===== config.mk =====
export PLATFORM = sky130hd
export DESIGN_NAME = pretrig_capture
export DESIGN_NICKNAME = d
export VERILOG_FILES = /design/src/rtl/pretrig_pkg.sv /design/src/rtl/pretrig_ctrl.sv /design/src/rtl/pretrig_datapath.sv /design/src/rtl/pretrig_capture.sv
export SDC_FILE = /design/constraint.sdc
export NUM_CORES = 1
export LEC_CHECK = 0
export CORE_UTILIZATION = 50
export DETAILED_ROUTE_END_ITERATION = 12
export GPL_TIMING_DRIVEN = 0
export PLACE_DENSITY_LB_ADDON = 0.1
export SLEW_MARGIN = 10
export SYNTH_ARGS = -nofsm -noshare
export SYNTH_HDL_FRONTEND = slang
export SYNTH_SLANG_ARGS = --single-unit

===== constraint.sdc =====
create_clock -name clk -period 3.13 [get_ports clk]
set_input_delay 0.4695 -clock clk [delete_from_list [all_inputs] [get_ports clk]]
set_output_delay 0.4695 -clock clk [all_outputs]
set_load 0.1 [all_outputs]

===== src/rtl/pretrig_pkg.sv =====
package pretrig_pkg;
  typedef enum logic [1:0] {
    ST_IDLE,
    ST_DELAY,
    ST_STREAM
  } ctrl_state_t;

  // Strobes the sequencer hands to the storage side
  typedef struct packed {
    logic armTrig;      // trigger accepted this cycle
    logic startStream;  // delay expired, load read pointer
    logic streaming;    // stream phase in progress
    logic pop;          // output handshake completes this cycle
  } ctrl_strobe_t;
endpackage


===== src/rtl/pretrig_ctrl.sv =====
module pretrig_ctrl
  import pretrig_pkg::*;
#(
  parameter int DLY_W = 32,
  parameter int CNT_W = 16
) (
  input  logic                 clk,
  input  logic                 rstN,
  input  logic                 enable,
  input  logic                 trigIn,
  input  logic [DLY_W-1:0]     cfgDelay,
  input  logic [CNT_W-1:0]     cfgCount,
  input  logic                 availNz,
  input  logic                 outReady,
  output ctrl_strobe_t         strobe,
  output logic                 trigOut,
  output logic                 dataActive
);
  ctrl_state_t           state;
  logic [DLY_W-1:0]      dlyCnt;
  logic [CNT_W-1:0]      remaining;

  always_comb begin
    strobe.armTrig     = (state == ST_IDLE) && enable && trigIn;
    strobe.startStream = (state == ST_DELAY) && enable && (dlyCnt == '0);
    strobe.streaming   = (state == ST_STREAM);
    strobe.pop         = (state == ST_STREAM) && availNz && outReady;
  end

  assign trigOut    = (state == ST_STREAM);
  assign dataActive = (state == ST_STREAM);

  always_ff @(posedge clk or negedge rstN) begin
    if (!rstN) begin
      state     <= ST_IDLE;
      dlyCnt    <= '0;
      remaining <= '0;
    end else begin
      unique case (state)
        ST_IDLE: begin
          if (strobe.armTrig) begin
            state  <= ST_DELAY;
            dlyCnt <= cfgDelay;
          end
        end
        ST_DELAY: begin
          if (!enable) begin
            state <= ST_IDLE;
          end else if (dlyCnt == '0) begin
            state     <= ST_STREAM;
            remaining <= cfgCount;
          end else begin
            dlyCnt <= dlyCnt - 1'b1;
          end
        end
        ST_STREAM: begin
          if (!enable) begin
            state <= ST_IDLE;
          end else if (strobe.pop) begin
            remaining <= remaining - 1'b1;
            if (remaining == CNT_W'(1)) state <= ST_IDLE;
          end
        end
        default: state <= ST_IDLE;
      endcase
    end
  end
endmodule


===== src/rtl/pretrig_datapath.sv =====
module pretrig_datapath
  import pretrig_pkg::*;
#(
  parameter int DATA_W = 16,
  parameter int ADDR_W = 4
) (
  input  logic              clk,
  input  logic              rstN,
  input  logic              sampleValid,
  input  logic [DATA_W-1:0] sampleData,
  input  logic [ADDR_W:0]   cfgSize,
  input  ctrl_strobe_t      strobe,
  output logic [DATA_W-1:0] outData,
  output logic              availNz,
  output logic              overflow
);
  localparam int DEPTH = 1 << ADDR_W;
  localparam int SZ_W  = ADDR_W + 1;

  logic [DATA_W-1:0] mem [DEPTH];
  logic [ADDR_W-1:0] wrPtr, rdPtr, wrNext, rdNext;
  logic [SZ_W-1:0]   fill, avail;
  logic              full, ringFull;

  function automatic logic [ADDR_W-1:0] stepPtr(input logic [ADDR_W-1:0] p,
                                                input logic [SZ_W-1:0] sz);
    return ((SZ_W'(p) + 1'b1) >= sz) ? '0 : p + 1'b1;
  endfunction

  assign wrNext   = stepPtr(wrPtr, cfgSize);
  assign rdNext   = stepPtr(rdPtr, cfgSize);
  assign full     = (fill >= cfgSize);
  assign ringFull = (avail >= cfgSize);
  assign availNz  = (avail != '0);
  assign outData  = mem[rdPtr];

  always_ff @(posedge clk) begin
    if (sampleValid) mem[wrPtr] <= sampleData;
  end

  always_ff @(posedge clk or negedge rstN) begin
    if (!rstN) begin
      wrPtr    <= '0;
      rdPtr    <= '0;
      fill     <= '0;
      avail    <= '0;
      overflow <= 1'b0;
    end else begin
      if (sampleValid) begin
        wrPtr <= wrNext;
        if (!full) fill <= fill + 1'b1;
      end
      if (strobe.armTrig) overflow <= 1'b0;

      if (strobe.startStream) begin
        if (full) begin
          rdPtr <= sampleValid ? wrNext : wrPtr;
          avail <= cfgSize;
        end else begin
          rdPtr <= '0;
          avail <= fill + SZ_W'(sampleValid);
        end
      end else if (strobe.streaming) begin
        if (sampleValid && !strobe.pop && ringFull) begin
          overflow <= 1'b1;
          rdPtr    <= rdNext;
        end else begin
          if (strobe.pop) rdPtr <= rdNext;
          if (sampleValid && !strobe.pop)      avail <= avail + 1'b1;
          else if (!sampleValid && strobe.pop) avail <= avail - 1'b1;
        end
      end else begin
        avail <= '0;
      end
    end
  end
endmodule


===== src/rtl/pretrig_capture.sv =====
module pretrig_capture
  import pretrig_pkg::*;
#(
  parameter int DATA_W = 16,
  parameter int ADDR_W = 4,
  parameter int DLY_W  = 32,
  parameter int CNT_W  = 16
) (
  input  logic              clk,
  input  logic              rstN,
  input  logic              enable,
  input  logic              sampleValid,
  input  logic [DATA_W-1:0] sampleData,
  input  logic              trigIn,
  input  logic [ADDR_W:0]   cfgSize,
  input  logic [DLY_W-1:0]  cfgDelay,
  input  logic [CNT_W-1:0]  cfgCount,
  output logic              outValid,
  input  logic              outReady,
  output logic [DATA_W-1:0] outData,
  output logic              trigOut,
  output logic              dataActive,
  output logic              overflow
);
  ctrl_strobe_t strobe;
  logic         availNz;

  pretrig_ctrl #(.DLY_W(DLY_W), .CNT_W(CNT_W)) u_ctrl (
    .clk(clk), .rstN(rstN), .enable(enable), .trigIn(trigIn),
    .cfgDelay(cfgDelay), .cfgCount(cfgCount), .availNz(availNz),
    .outReady(outReady), .strobe(strobe), .trigOut(trigOut),
    .dataActive(dataActive)
  );

  pretrig_datapath #(.DATA_W(DATA_W), .ADDR_W(ADDR_W)) u_dp (
    .clk(clk), .rstN(rstN), .sampleValid(sampleValid),
    .sampleData(sampleData), .cfgSize(cfgSize), .strobe(strobe),
    .outData(outData), .availNz(availNz), .overflow(overflow)
  );

  assign outValid = strobe.streaming && availNz;
endmodule


==> results_dict.tcl <==
set metrics [dict create \
    synth_cell_types 63 \
    critPathKind "flop to primary output" \
    vias 9853 \
    ys_async_sr_fraction_pct 21.2 \
    grt_pass1_vias 9541 \
    rsz0062_at_grt "true" \
    root_buffer "clkbuf_16" \
    dieHeight_microns 174 \
    hold_viol_final 0 \
    outcome "complete, no violations" \
    p_per_area_nw_per_um2 624 \
    leakage_nw 6.16 \
    syn_avg_cell_area_sq_um 13.5 \
    cp.depth 7 \
    initial_core_util_pct 51.1 \
    slew_viol_final 0 \
    total_power_mw 10.9 \
    detail-route-antenna-nets 0 \
    io_buffers 94 \
    cp_num_buf_inv 3 \
    dpl.hpwl_microns 23400 \
    cp.arrival_ns 2.56 \
    p_int_mw 8.04 \
    cp_common_cell "nand2_1" \
    finalCriticalPeriod_ns 3.03 \
    stdcell_count 1635 \
    num_rows 62 \
    final_cell_mix "256 x edfxtp_1, 96 x o21ai_0, 80 x a21oi_1" \
    power_frac_seq_pct 48.7 \
    setup.worst_path.start_class "flop" \
    coreArea_sq_um 28900 \
    crit_fanout 10 \
    cts_tree "yes" \
    hp-class "primary input to async pin" \
    antenna_found_initial 0 \
    max_stage_delay_ns 0.43 \
    grt_overflow_total 0 \
    peakVddDrop_mv 0.434 \
    syn-instance-count 1096 \
    gp_congestion 0.873 \
    io_pins 95 \
    yosysTopAreaCellShare_pct 52.0 \
    place_inst 1575 \
    clock_latency_ns 0.52 \
    via_per_inst 6.03 \
    die_x_microns 174 \
    initialDrtViolationCount 809 \
    clkPwrFrac_pct 36.8 \
    crit_path_cell_trace "buf_1, clkbuf_2, nand2_1, a21oi_1, o21ai_0, nand2_1, buf_4" \
    synth_top_area_cell "edfxtp_1" \
    period_share_pct 96.8 \
    ys_seq_elements 325 \
    nets 1340 \
    multiInputGateArea_sq_um 5150 \
    grt_pass1_wl_microns 56400 \
    synth-main-ff-cell "edfxtp_1" \
    ys_seq_area_share_pct 63.6 \
    syn2layout_area_growth_pct 18.3 \
    setup_viol_count_final 0 \
    cp-end-kind "primary output" \
    clock_path_buffers 3 \
    synth_edf_count 256 \
    cts.sinks 325 \
    swShare_pct 26.4 \
    antennaDiodeCount 0 \
    cap_violations 0 \
    slew_headroom_pct 18.1 \
    ys.warnings.count 0 \
    grt.total_usage_pct 24.9 \
    drive_gt1_share_pct 13.7 \
    critPathTopFamily "buffers and inverters" \
    mostFrequentLayoutCell "edfxtp_1" \
    critPathSlowestCell "clkbuf_2" \
    combPwrFrac_pct 14.4 \
    register_area_sq_um 9420 \
    switchingPower_mw 2.89 \
    wire_per_inst_microns 22.9 \
    die-area_sq_um 30300 \
    final.setup_skew_ns 0.0195 \
    drc_errors 0 \
    drt-total-wl_microns 37400 \
    htreeDepth 2 \
    worstPathRequired_ns 2.66 \
    grt_start_max_net_pins 47 \
    clk_pin_slew_worst_paths_ns 0.06 \
    nFillCells 2291 \
    syn_nets 1209 \
    reg2reg_depth 11 \
    syn_area_sq_um 14800 \
    dr.pass1.iters 5 \
    fmax_ghz 0.330 \
    synth_area_leaders "edfxtp_1 52%, dfrtp_1 12%, mux4_2 4.9%" \
    worst_pin_slew_ns 1.23 \
    numCtsBuffers 35 \
]
synth_stat cells (5+ instances only):
master,n
a211oi_1,9
a21oi_1,80
a221oi_1,16
a22oi_1,28
a31oi_1,7
and2_1,17
and3_1,10
buf_1,5
clkbuf_1,47
dfrtp_1,69
edfxtp_1,256
ha_1,37
inv_1,28
mux2_2,12
mux2i_1,57
mux4_2,32
nand2_1,64
nand2b_1,12
nand3_1,21
nand3b_1,5
nor2_1,51
nor3_1,22
nor4_1,9
o211ai_1,6
o21a_1,8
o21ai_0,96
o22a_1,7
or3_1,7
xnor2_1,9
xor2_1,5
stage by stage:
stage | TNS, ns | setup slack, ns | util (%) | instance area [sq um] | hold slack, ns
3_3_place_gp | -101.63 | -1.57 | 56.0 | 16200 | 0.474
6_report | 0 | 0.100 | 60.5 | 17500 | 0.415
4_1_cts | 0 | 0.00479 | 60.1 | 17400 | 0.409
3_5_place_dp | -28.20 | -1.67 | 56.1 | 16200 | 0.410
2_1_floorplan | 0 | 0.0288 | - | 14800 | 0.174
5_1_grt | -0.0147 | -0.0134 | 60.5 | 17500 | 0.437
final timing paths:
| check | startpoint | end | slack [ns] |
|---|---|---|---|
| worst max register to register | u_dp.avail[0] | u_dp.avail[4] | 0.15 |
| min in group clk | u_ctrl.remaining[14] | u_ctrl.remaining[14] | 0.51 |
| worst min-delay path | rstN | u_ctrl.remaining[14] | 0.41 |
| worst min register to register | u_ctrl.remaining[14] | u_ctrl.remaining[14] | 0.51 |
| max in group asynchronous | rstN | u_ctrl.dlyCnt[0] | 2.16 |
| worst max-delay path | u_dp.rdPtr[3] | outData[12] | 0.10 |
routing by layer:
metal  part of all wire (%)  vias up  global-route usage, %
li1                       -     4517                      -
met1                     43     4955                   34.8
met2                     49      332                   41.0
met3                    5.3       49                   3.11
met4                    2.3        0                   7.42
met5                      0        -                      0
logic make-up (layout without fill, tap and decap cells):
logic type      count (synthesis)  count (layout)  share of synthesized area (%)
buf+inv                        86             241                           2.29
xor+xnor                       14              14                          0.829
fa+ha+maj                      38              38                           3.26
simple gates                  242             242                           8.20
flops                         325             325                           63.6
mux                           101             101                           9.64
compound gates                290             290                           12.1
worst reg2reg max path, cell delays in order, from the launching register on:
cell	delay (ns)
dfrtp_2	0.45
or4_1	0.55
o211ai_1	0.23
ha_1	0.21
inv_1	0.14
fa_2	0.40
a21o_1	0.19
a21oi_1	0.17
xnor2_1	0.15
o21ai_0	0.10
a31oi_1	0.16
o22a_1	0.15
repair_timing:
item / in CTS / in global routing
pin swaps: 1 / 1
hold buffers: 1 / 0
setup buffers: 1 / 1
hold endpoints to repair: 23 / 0
resized for setup: 161 / 31
endpoints found under the setup margin: 35 / 41
state kept, by name (all words and copies together), names as in the netlist:
signal	cells
u_dp.mem	256
u_ctrl.dlyCnt	32
u_ctrl.remaining	16
u_dp.avail	5
u_dp.fill	5
u_dp.rdPtr	4
u_dp.wrPtr	4
u_ctrl.state	2
u_dp.overflow	1
layout make-up:
| cell class | count | area share, % |
|---|---|---|
| Buffer | 54 | 1.67 |
| Clock buffer | 47 | 5.37 |
| Clock inverter | 14 | 0.943 |
| Inverter | 28 | 0.600 |
| Multi-Input combinational cell | 685 | 29.4 |
| Sequential cell | 325 | 53.8 |
| Tap cell | 384 | 2.74 |
| Timing Repair Buffer | 98 | 5.47 |
power groups by stage:
| stage | Combinational, mW | Sequential (mW) | Clock, mW |
|---|---|---|---|
| finish | 1.58 | 5.33 | 4.02 |
| global route | 1.75 | 5.37 | 4.23 |
| detailed placement | 1.58 | 5.41 | 0 |
| CTS | 1.58 | 5.33 | 4.07 |
| global placement | 1.54 | 5.39 | 0 |
| floorplan | 1.05 | 5.34 | 0 |
Note: power is estimated with default switching activity, not from simulation.
